File: src/rtl/crc_red_pkg.sv
package crc_red_pkg;

  localparam int CRC_W = 32;

  typedef enum logic [1:0] {
    OP_FOLD1 = 2'd0,
    OP_FOLD2 = 2'd1,
    OP_BAR1  = 2'd2,
    OP_BAR2  = 2'd3
  } op_e;

  // x^n mod P, P given without its leading x^CRC_W term
  function automatic logic [CRC_W-1:0] xpow_mod(input int n, input logic [CRC_W-1:0] poly);
    logic [CRC_W-1:0] r;
    r = {{(CRC_W-1){1'b0}}, 1'b1};
    for (int i = 0; i < n; i++) begin
      if (r[CRC_W-1]) r = {r[CRC_W-2:0], 1'b0} ^ poly;
      else            r = {r[CRC_W-2:0], 1'b0};
    end
    return r;
  endfunction

  // floor(x^(2*CRC_W) / P)
  function automatic logic [CRC_W:0] barrett_quot(input logic [CRC_W-1:0] poly);
    logic [CRC_W:0] rem;
    logic [CRC_W:0] q;
    logic           qb;
    rem = '0;
    q   = '0;
    for (int i = 2*CRC_W; i >= 0; i--) begin
      rem = {rem[CRC_W-1:0], (i == 2*CRC_W)};
      qb  = rem[CRC_W];
      if (qb) rem = rem ^ {1'b1, poly};
      q = {q[CRC_W-1:0], qb};
    end
    return q;
  endfunction

endpackage

File: src/rtl/crc_clmul.sv
module crc_clmul #(
  parameter int A_W = 64,
  parameter int B_W = 33
) (
  input  logic [A_W-1:0]     a_i,
  input  logic [B_W-1:0]     b_i,
  output logic [A_W+B_W-2:0] p_o
);
  localparam int P_W = A_W + B_W - 1;

  logic [P_W-1:0] b_ext;
  assign b_ext = {{(P_W-B_W){1'b0}}, b_i};

  always_comb begin
    p_o = '0;
    for (int i = 0; i < A_W; i++) begin
      if (a_i[i]) p_o = p_o ^ (b_ext << i);
    end
  end
endmodule

File: src/rtl/crc_seq_ctrl.sv
module crc_seq_ctrl
  import crc_red_pkg::*;
(
  input  logic clk_i,
  input  logic rst_ni,
  input  logic start_i,
  output logic ld_o,
  output op_e  op_o,
  output logic busy_o,
  output logic done_o
);
  typedef enum logic [1:0] {
    ST_IDLE  = 2'd0,
    ST_FOLD2 = 2'd1,
    ST_BAR1  = 2'd2,
    ST_BAR2  = 2'd3
  } st_e;

  st_e  st_q, st_d;
  logic done_q;

  always_comb begin
    st_d = st_q;
    op_o = OP_FOLD1;
    unique case (st_q)
      ST_IDLE:  if (start_i) st_d = ST_FOLD2;
      ST_FOLD2: begin op_o = OP_FOLD2; st_d = ST_BAR1; end
      ST_BAR1:  begin op_o = OP_BAR1;  st_d = ST_BAR2; end
      ST_BAR2:  begin op_o = OP_BAR2;  st_d = ST_IDLE; end
      default:  st_d = ST_IDLE;
    endcase
  end

  assign busy_o = (st_q != ST_IDLE);
  assign ld_o   = busy_o || start_i;
  assign done_o = done_q;

  always_ff @(posedge clk_i or negedge rst_ni) begin
    if (!rst_ni) begin
      st_q   <= ST_IDLE;
      done_q <= 1'b0;
    end else begin
      st_q   <= st_d;
      done_q <= (st_q == ST_BAR2);
    end
  end
endmodule

File: src/rtl/crc_fold_path.sv
module crc_fold_path
  import crc_red_pkg::*;
#(
  parameter logic [CRC_W-1:0] POLY = 32'h04C11DB7,
  parameter logic [CRC_W-1:0] K_HI = 32'h0,
  parameter logic [CRC_W-1:0] K_MID = 32'h0,
  parameter logic [CRC_W:0]   K_U  = 33'h0
) (
  input  logic               clk_i,
  input  logic               rst_ni,
  input  logic               ld_i,
  input  op_e                op_i,
  input  logic [4*CRC_W-1:0] res_i,
  output logic [CRC_W-1:0]   crc_o
);
  localparam int W   = CRC_W;
  localparam int A_W = 2*W;
  localparam int B_W = W + 1;
  localparam int P_W = A_W + B_W - 1;

  logic [3*W-1:0] w_q;   // 96-bit partial fold
  logic [2*W-1:0] r_q;   // degree < 2W residue
  logic [W-1:0]   t_q;   // upper half of Barrett estimate
  logic [W-1:0]   crc_q;

  logic [A_W-1:0] mul_a;
  logic [B_W-1:0] mul_b;
  logic [P_W-1:0] prod;

  always_comb begin
    unique case (op_i)
      OP_FOLD1: begin mul_a = res_i[4*W-1:2*W];           mul_b = {1'b0, K_HI};  end
      OP_FOLD2: begin mul_a = {{W{1'b0}}, w_q[3*W-1:2*W]}; mul_b = {1'b0, K_MID}; end
      OP_BAR1:  begin mul_a = {{W{1'b0}}, r_q[2*W-1:W]};   mul_b = K_U;           end
      default:  begin mul_a = {{W{1'b0}}, t_q};            mul_b = {1'b1, POLY};  end
    endcase
  end

  crc_clmul #(.A_W(A_W), .B_W(B_W)) u_mul (
    .a_i(mul_a),
    .b_i(mul_b),
    .p_o(prod)
  );

  always_ff @(posedge clk_i or negedge rst_ni) begin
    if (!rst_ni) begin
      w_q   <= '0;
      r_q   <= '0;
      t_q   <= '0;
      crc_q <= '0;
    end else if (ld_i) begin
      unique case (op_i)
        OP_FOLD1: w_q   <= prod ^ {res_i[2*W-1:0], {W{1'b0}}};
        OP_FOLD2: r_q   <= prod[2*W-1:0] ^ w_q[2*W-1:0];
        OP_BAR1:  t_q   <= prod[2*W-1:W];
        default:  crc_q <= r_q[W-1:0] ^ prod[W-1:0];
      endcase
    end
  end

  assign crc_o = crc_q;
endmodule

File: src/rtl/crc32_barrett_reducer.sv
module crc32_barrett_reducer
  import crc_red_pkg::*;
#(
  parameter logic [CRC_W-1:0] POLY = 32'h04C11DB7
) (
  input  logic               clk_i,
  input  logic               rst_ni,
  input  logic               start_i,
  input  logic [4*CRC_W-1:0] residue_i,
  output logic               busy_o,
  output logic               done_o,
  output logic [CRC_W-1:0]   crc_o
);
  localparam logic [CRC_W-1:0] K_HI  = xpow_mod(3*CRC_W, POLY);
  localparam logic [CRC_W-1:0] K_MID = xpow_mod(2*CRC_W, POLY);
  localparam logic [CRC_W:0]   K_U   = barrett_quot(POLY);

  logic ld;
  op_e  op;

  crc_seq_ctrl u_ctrl (
    .clk_i  (clk_i),
    .rst_ni (rst_ni),
    .start_i(start_i),
    .ld_o   (ld),
    .op_o   (op),
    .busy_o (busy_o),
    .done_o (done_o)
  );

  crc_fold_path #(
    .POLY (POLY),
    .K_HI (K_HI),
    .K_MID(K_MID),
    .K_U  (K_U)
  ) u_path (
    .clk_i (clk_i),
    .rst_ni(rst_ni),
    .ld_i  (ld),
    .op_i  (op),
    .res_i (residue_i),
    .crc_o (crc_o)
  );
endmodule

File: config.mk
export PLATFORM = sky130hd
export DESIGN_NAME = crc32_barrett_reducer
export DESIGN_NICKNAME = d
export VERILOG_FILES = /design/src/rtl/crc_red_pkg.sv /design/src/rtl/crc_clmul.sv /design/src/rtl/crc_seq_ctrl.sv /design/src/rtl/crc_fold_path.sv /design/src/rtl/crc32_barrett_reducer.sv
export SDC_FILE = /design/constraint.sdc
export NUM_CORES = 1
export LEC_CHECK = 0
export BUFFER_PORTS_ARGS = -buffer_cell sky130_fd_sc_hd__clkbuf_2
export CORE_ASPECT_RATIO = 1.25
export CORE_MARGIN = 1.5
export CORE_UTILIZATION = 35
export DETAILED_ROUTE_END_ITERATION = 16
export GPL_ROUTABILITY_DRIVEN = 1
export GPL_TIMING_DRIVEN = 0
export PLACE_DENSITY_LB_ADDON = 0.1
export SETUP_SLACK_MARGIN = 0.2
export SLEW_MARGIN = 20
export SYNTH_ARGS = -nofsm -noshare
export SYNTH_HDL_FRONTEND = slang
export SYNTH_SLANG_ARGS = --single-unit
File: constraint.sdc
create_clock -name clk_i -period 5.4 [get_ports clk_i]
set_clock_uncertainty 0.15 [all_clocks]
set_input_delay 0.81 -clock clk_i [delete_from_list [all_inputs] [get_ports clk_i]]
set_output_delay 0.81 -clock clk_i [all_outputs]
set_load 0.02 [all_outputs]
==> impl_metrics.tcl, run 1 <==
set metrics [dict create \
    ys_ff_latch 227 \
    slew_violations 0 \
    hold_violations 0 \
    crit_fanout 10 \
    ys.flop_type "dfrtp_1" \
    stdcell_count 5288 \
    drtIter0Drc 3722 \
    final_layout_size_suffix_gt1_frac 0.171 \
    core.rowCount 122 \
    grt_max_degree 84 \
    num_vias 30700 \
    cts_tree "built" \
    fill_cells 9219 \
    clockBufferDepth 3 \
    h-tree-depth 1 \
    grt_pass1_vias 29200 \
    cp_num_buf_inv 9 \
    crit_path_frequent_cell "buf_4" \
    fin_nets 4224 \
    grt_util_met3 0.0803 \
    status "finished, final reports clean" \
    crit_chain "buf_6 -> clkinvlp_4 -> buf_4 -> ha_2 -> buf_2 -> buf_4 -> buf_4 -> clkbuf_4 -> buf_4 -> buf_4 -> nand2_1 -> xnor2_1 -> xnor2_1 -> xnor2_1 -> xnor2_1 -> o21ai_0" \
    cp-end-kind "flip-flop" \
    worstRegToRegCells 16 \
    dieArea_um2 91000 \
    antenna_found_initial 9 \
    critPathLaunchType "flip-flop" \
    yosysSeqAreaShare 0.182 \
    cts.sinks 227 \
    ant_nets 0 \
    post-dp-hpwl_um 151000 \
    use_met2 0.676 \
    rrSetupSlack_ns 0.1 \
    grt_pass1_wl_um 262000 \
    clk_latency_ns 0.61 \
    netlist_area_um2 31200 \
    synth_top_cell_by_area "xnor2_1" \
    critical_path_required_ns 5.68 \
    holdPathStages 2 \
    seq_area_um2 5680 \
    clock.fmax_mhz 189 \
    holdPathEnd "u_path.w_q[33]" \
    avgSynthCellArea_um2 8.15 \
    drt_wl_total_um 197000 \
    core_area_um2 88400 \
    gr-usage-met1 0.491 \
    timing.rr.start "u_ctrl.st_q[0]" \
    cts_inserted_buffers 28 \
    synth_cell_types 68 \
    place_inst 5181 \
    port_buffers 138 \
    synthArstFlopShare 1.00 \
    hold_path_class "reg -> reg" \
    synthesis.nets 3973 \
    setup.worst_path.class "reg -> reg" \
    synth.area.top_cells "xnor2_1 28%, dfrtp_1 18%, xor2_1 8.1%" \
    grt-ovfl-total 0 \
    critPathArrivalTime_ns 5.58 \
    syn2layout_area_growth_pct 16.9 \
    ys_warn_count 0 \
    grt_use_total 0.426 \
    slew_headroom 0.147 \
    drc_errors 0 \
    clkSlewWorstSetupHoldPaths_ns 0.07 \
    critPathMaxStageDelay_ns 0.46 \
    max-cap-violations 0 \
    multi_input_area_um2 24900 \
    start_util 0.353 \
    crit_family "buffers and inverters" \
    busiest_layer "met2" \
    place.gp.congestion 1.03 \
    die_h_um 337 \
    worst_slew_pin_slew_ns 1.28 \
    yosysTopAreaCellShare 0.279 \
    holdCritStartpoint "u_path.w_q[33]" \
    avgRoutedWirePerCell_um 37.3 \
    r2r_end "u_path.w_q[68]" \
    period_share 0.982 \
    io_pins 165 \
    synth_edf_count 0 \
    die_x_um 270 \
    vias_per_cell 5.80 \
    cpMaxStageDelayCell "dfrtp_2" \
    synth_cells 3832 \
    utilization 0.413 \
    layout_min_cycle_time_ns 5.30 \
    clockRootBuffer "clkbuf_16" \
    setup-violations-final 0 \
    drt_pass1_iterations 6 \
    grt_setup_unrepaired "true" \
]
==> kinds of logic (layout without fill, tap and decap cells) <==
| family | Yosys count | after routing | synth area share |
|---|---|---|---|
| xor gates and xnor gates | 1415 | 1415 | 0.452 |
| and+or+nand+nor | 1012 | 1012 | 0.131 |
| other | 0 | 5 | 0 |
| buffers and inverters | 393 | 666 | 0.0521 |
| AOI/OAI and AO/OA | 579 | 579 | 0.110 |
| DFF | 227 | 227 | 0.182 |
| muxes | 196 | 196 | 0.0686 |
| adders and majority gates | 10 | 10 | 0.00401 |
==> per-stage QoR <==
| stage | worst slack (ns) | setup TNS, ns | hold slack (ns) | instance area, µm² |
|---|---|---|---|---|
| 6_report | 0.0992 | 0 | 0.344 | 36500 |
| 5_1_grt | 0.119 | 0 | 0.362 | 36500 |
| 4_1_cts | 0.149 | 0 | 0.334 | 36000 |
| 3_5_place_dp | -3.14 | -535.23 | 0.330 | 33700 |
| 3_3_place_gp | -3.73 | -1061.96 | 0.324 | 33400 |
| 2_1_floorplan | 1.04 | 0 | 0.299 | 31200 |
==> registers in the layout, indices dropped and copies added (netlist names) <==
name,count
u_ctrl.st_q,2
u_ctrl.done_o,1
u_path.t_q,32
u_path.r_q,64
u_path.w_q,96
u_path.crc_o,32
==> how the worst max path moves through the flow <==
stage / startpoint / endpoint / depth (start not counted)
4_1_cts: u_ctrl.st_q[1] / u_path.w_q[41] / 15
6_report: u_ctrl.st_q[0] / u_path.w_q[68] / 16
2_1_floorplan: u_ctrl.st_q[1] / u_path.crc_o[19] / 17
5_1_grt: u_ctrl.st_q[0] / u_path.w_q[65] / 18
3_3_place_gp: u_ctrl.st_q[1] / u_path.r_q[44] / 14
3_5_place_dp: u_ctrl.st_q[1] / u_path.w_q[66] / 16
==> routing by layer <==
metal / share of wire / up-vias
li1: - / 12900
met5: 0.00028 / -
met3: 0.082 / 807
met2: 0.44 / 2082
met4: 0.12 / 8
met1: 0.36 / 14800
==> tightest hold or removal path, stage by stage, from the launching register on <==
cell     delay [ns]
dfrtp_1        0.35
nand2_1        0.05
o21ai_1        0.06
==> what timing repair did <==
item | 4_1_cts | 5_1_grt
gates resized for setup | 335 | 77
buffers inserted | 30 | 18
pin swaps | 22 | 11
endpoints found under the hold margin | 15 | 0
hold buffers | 1 | 0
endpoints found under the setup margin | 227 | 197
==> cell usage after synthesis, drive strengths merged, types with 10 or more instances <==
library cell	count
mux2i	109
nand2b	28
xnor2	1009
nor2	318
a21oi	186
xnor3	111
a211oi	15
buf	170
o22ai	22
clkbuf	178
a22oi	28
a31oi	15
dfrtp	227
o21ai	222
a222oi	32
xor2	290
mux2	85
nor3	11
nand3	14
ha	10
nor2b	45
inv	43
nand2	566
a221oi	10
==> area by class of cell <==
type | count | area share
buffer | 348 | 0.0515
clock buffer | 42 | 0.0234
antenna | 5 | 0.000343
inverter | 45 | 0.00490
tap | 1178 | 0.0404
sequential | 227 | 0.156
timing repair buffer | 221 | 0.0396
multi-input combinational | 3212 | 0.681
clock inverter | 10 | 0.00309
==> cells in the final DEF, fill, tap and decap left out, drive strengths merged, types with 10 or more instances in the layout <==
| cell | synthesis | routed |
|---|---|---|
| xor2 | 290 | 290 |
| nor3 | 11 | 11 |
| mux2 | 85 | 85 |
| a211oi | 15 | 15 |
| xnor3 | 111 | 111 |
| o22ai | 22 | 22 |
| a21oi | 186 | 186 |
| clkbuf | 178 | 361 |
| a221oi | 10 | 10 |
| buf | 170 | 242 |
| a31oi | 15 | 15 |
| o21ai | 222 | 222 |
| ha | 10 | 10 |
| dfrtp | 227 | 227 |
| nand2b | 28 | 28 |
| a22oi | 28 | 28 |
| xnor2 | 1009 | 1009 |
| nand3 | 14 | 14 |
| a222oi | 32 | 32 |
| nand2 | 566 | 566 |
| mux2i | 109 | 109 |
| inv | 43 | 43 |
| nor2 | 318 | 318 |
| nor2b | 45 | 45 |
Power of run 1 is left out: the tool's default activity adds up to more than one toggle a clock period on the data nets, which glitch-free logic cannot reach.
==> run 2, diff against run 1 <==
--- a/config.mk
+++ b/config.mk
@@ -8,7 +8,7 @@
 export BUFFER_PORTS_ARGS = -buffer_cell sky130_fd_sc_hd__clkbuf_2
 export CORE_ASPECT_RATIO = 1.25
 export CORE_MARGIN = 1.5
-export CORE_UTILIZATION = 35
+export CORE_UTILIZATION = 60
 export DETAILED_ROUTE_END_ITERATION = 16
 export GPL_ROUTABILITY_DRIVEN = 1
 export GPL_TIMING_DRIVEN = 0
==> run 2 against run 1 <==
Against the previous run: the flow now stops in global routing; synthesized cell count is the same; area after synthesis is the same.
==> impl_metrics.tcl, run 2 <==
set metrics [dict create \
    status "did not finish" \
    lastStage "global routing" \
    stop_error "[ERROR GRT-0116] Global routing finished with congestion. Check the congestion regions in the DRC Viewer." \
    h-tree-depth 1 \
    synthArstFlopShare 1.00 \
    grt_pass1_vias 33800 \
    clockBufferDepth 3 \
    ys_ff_latch 227 \
    pre_cts_slack_ns -2.93 \
    io_pins 165 \
    synth_edf_count 0 \
    synth_most_common_cell "xnor2_1" \
    netlist_area_um2 31200 \
    ys.flop_type "dfrtp_1" \
    grt_use_total 0.688 \
    netlist_top_cells_count "994 x xnor2_1, 566 x nand2_1, 318 x nor2_1" \
    grt-ovfl-total 7 \
    avgSynthCellArea_um2 8.15 \
    cts_inserted_buffers 23 \
    die_h_um 258 \
    ys_warn_count 0 \
    place.gp.congestion 1.17 \
    synth_top_cell_by_area "xnor2_1" \
    synth.area.top_cells "xnor2_1 28%, dfrtp_1 18%, xor2_1 8.1%" \
    cts.sinks 227 \
    grt_max_degree 95 \
    grt_pass1_wl_um 263000 \
    port_buffers 138 \
    yosysSeqAreaShare 0.182 \
    synthesis.nets 3973 \
    synth_cells 3832 \
    yosysTopAreaCellShare 0.279 \
    core.rowCount 93 \
    clockRootBuffer "clkbuf_16" \
    die_x_um 207 \
    post-dp-hpwl_um 130000 \
    synth_cell_types 68 \
    start_util 0.607 \
]
run 2: kinds of logic after synthesis:
logic type,Yosys count,synth area share
DFF,227,0.182
adders and majority gates,10,0.00401
and+or+nand+nor,1012,0.131
muxes,196,0.0686
buffers and inverters,393,0.0521
AOI/OAI and AO/OA,579,0.110
xor gates and xnor gates,1415,0.452
run 2: per-stage QoR:
stage / hold WS (ns) / cell area, µm² / setup TNS (ns) / instances
2_1_floorplan: 0.299 / 31200 / 0 / 3832
3_3_place_gp: 0.315 / 32700 / -751.58 / 4635
3_5_place_dp: 0.327 / 33000 / -476.16 / 4656
4_1_cts: 0.130 / 34700 / 0 / 4727
run 2: what timing repair did:
item | CTS
pin swaps | 18
setup buffers | 31
resized for setup | 267
setup endpoints to repair | 227
hold buffers | 0
run 2: per-layer routing:
layer / GRT usage / overflow
met2: 0.909 / 3
met4: 0.700 / 4
met5: 0.0407 / 0
met1: 0.711 / 0
met3: 0.445 / 0
==> run 3, diff against run 2 <==
--- a/config.mk
+++ b/config.mk
@@ -6,14 +6,12 @@
 export NUM_CORES = 1
 export LEC_CHECK = 0
 export BUFFER_PORTS_ARGS = -buffer_cell sky130_fd_sc_hd__clkbuf_2
-export CORE_ASPECT_RATIO = 1.25
 export CORE_MARGIN = 1.5
-export CORE_UTILIZATION = 60
+export CORE_UTILIZATION = 40
 export DETAILED_ROUTE_END_ITERATION = 16
 export GPL_ROUTABILITY_DRIVEN = 1
 export GPL_TIMING_DRIVEN = 0
-export PLACE_DENSITY_LB_ADDON = 0.1
-export SETUP_SLACK_MARGIN = 0.2
+export PLACE_DENSITY_LB_ADDON = 0.15
 export SLEW_MARGIN = 20
 export SYNTH_ARGS = -nofsm -noshare
 export SYNTH_HDL_FRONTEND = slang
==> run 3 against run 2 <==
Against the previous run: the flow now finishes, with violations (negative setup slack).
==> impl_metrics.tcl, run 3 (synthesized netlist as in run 1, its figures left out) <==
set metrics [dict create \
    fin_nets 4196 \
    utilization 0.463 \
    place.gp.congestion 1.08 \
    final_cell_mix "953 x xnor2_1, 565 x nand2_1, 315 x nor2_1" \
    core_area_um2 77300 \
    port_buffers 138 \
    h-tree-depth 1 \
    slew_headroom 0.141 \
    worstRegToRegCells 16 \
    finalWorstSetupSlack_ns -0.229 \
    drt_pass1_iterations 7 \
    slew_violations 0 \
    layout.cells.most_common "xnor2_1" \
    clkSlewWorstSetupHoldPaths_ns 0.06 \
    num_vias 31400 \
    crit_fanout 12 \
    dieArea_um2 79700 \
    clock.fmax_mhz 178 \
    syn2layout_area_growth_pct 14.8 \
    grt_pass1_wl_um 260000 \
    clockRootBuffer "clkbuf_16" \
    layout_min_cycle_time_ns 5.63 \
    largest_registers "u_path.w_q (96), u_path.r_q (64)" \
    start_util 0.404 \
    cts.sinks 227 \
    critPathArrivalTime_ns 5.91 \
    grt-ovfl-total 0 \
    largest_register "u_path.w_q" \
    setup.worst_path.class "reg -> reg" \
    drc_errors 0 \
    avgRoutedWirePerCell_um 38.3 \
    setup-violations-final 60 \
    period_share 1.04 \
    cts_hold_buf 0 \
    hold_path_class "in -> async" \
    fill_cells 7994 \
    status "finished with violations" \
    cts_inserted_buffers 27 \
    critPathLaunchType "flip-flop" \
    grt_pass1_vias 29500 \
    max-cap-violations 0 \
    cp-end-kind "flip-flop" \
    final_layout_size_suffix_gt1_frac 0.159 \
    grt_use_total 0.485 \
    die_h_um 282 \
    critical_path_required_ns 5.68 \
    ant_nets 0 \
    core.rowCount 102 \
    drt_wl_total_um 196000 \
    io_pins 165 \
    antenna_found_initial 13 \
    grt_max_degree 86 \
    grt_setup_unrepaired "false" \
    violations "negative setup slack" \
    vias_per_cell 6.12 \
    hold_violations 0 \
    clockBufferDepth 3 \
    largest_register_ffs 96 \
    drtIter0Drc 4566 \
    cts_tree "built" \
    worst_slew_pin_slew_ns 1.28 \
    post-dp-hpwl_um 152000 \
    clk_latency_ns 0.61 \
    die_x_um 282 \
]
## run 3: metal layers
| layer | part of all wire | vias to the layer above | wire, µm | track usage |
|---|---|---|---|---|
| met5 | 0.00041 | - | 80 | 0 |
| met2 | 0.42 | 2280 | 81800 | 0.712 |
| li1 | - | 12900 | - | - |
| met3 | 0.10 | 749 | 20600 | 0.120 |
| met1 | 0.38 | 15400 | 74000 | 0.598 |
| met4 | 0.10 | 12 | 19900 | 0.401 |
## run 3: what timing repair did
action | 4_1_cts | 5_1_grt
resized for setup | 273 | 33
pin swaps | 16 | 4
endpoints found under the hold margin | 0 | 0
endpoints found under the setup margin | 227 | 96
buffers inserted | 21 | 2
## run 3: layout make-up
type | count | area (µm²) | area share
clock inverters | 14 | 240 | 0.00670
clock buffers | 35 | 746 | 0.0208
diodes | 12 | 30.0 | 0.000838
flip-flops and latches | 227 | 5680 | 0.159
plain buffers | 345 | 1790 | 0.0499
multi-input cells | 3212 | 24700 | 0.688
inverters | 45 | 179 | 0.00499
repair buffers | 197 | 1200 | 0.0335
well taps | 1040 | 1300 | 0.0363
## run 3: critical path, cell delays in order (launching register included)
cell and delay [ns]:
dfrtp_2 0.49, clkbuf_8 0.23, clkinv_4 0.20, ha_1 0.48, buf_2 0.39, buf_4 0.43, buf_4 0.38, buf_4 0.32
buf_4 0.29, clkbuf_4 0.38, buf_4 0.42, nand2_1 0.11, xnor2_1 0.38, xnor2_1 0.21, nor2_1 0.09, xnor2_1 0.34
o21ai_0 0.12
## run 3: final timing paths
path                                startpoint                to  slack [ns]
worst min register to register  u_path.w_q[83]    u_path.w_q[83]        0.33
worst min-delay path                    rst_ni  u_path.crc_o[22]        0.08
min in group clk_i              u_path.w_q[83]    u_path.w_q[83]        0.33
worst max register to register  u_ctrl.st_q[1]    u_path.w_q[72]       -0.23
worst max-delay path            u_ctrl.st_q[1]    u_path.w_q[72]       -0.23
max in group asynchronous               rst_ni    u_path.w_q[61]        4.00
## run 3: through the flow
stage                     hold slack [ns]  worst slack (ns)  std cells  cell area, µm²   TNS, ns
after floorplan                     0.299              1.04       3832           31200         0
after global placement              0.314             -5.02       5010           33200  -1037.38
after detailed placement            0.319             -3.15       5045           33600   -521.88
after CTS                           0.119            0.0109       5112           35700         0
after global routing                0.152           0.00494       5117           35800         0
final                              0.0837            -0.229       5127           35800     -4.03
Power of run 3 is left out for the same reason.
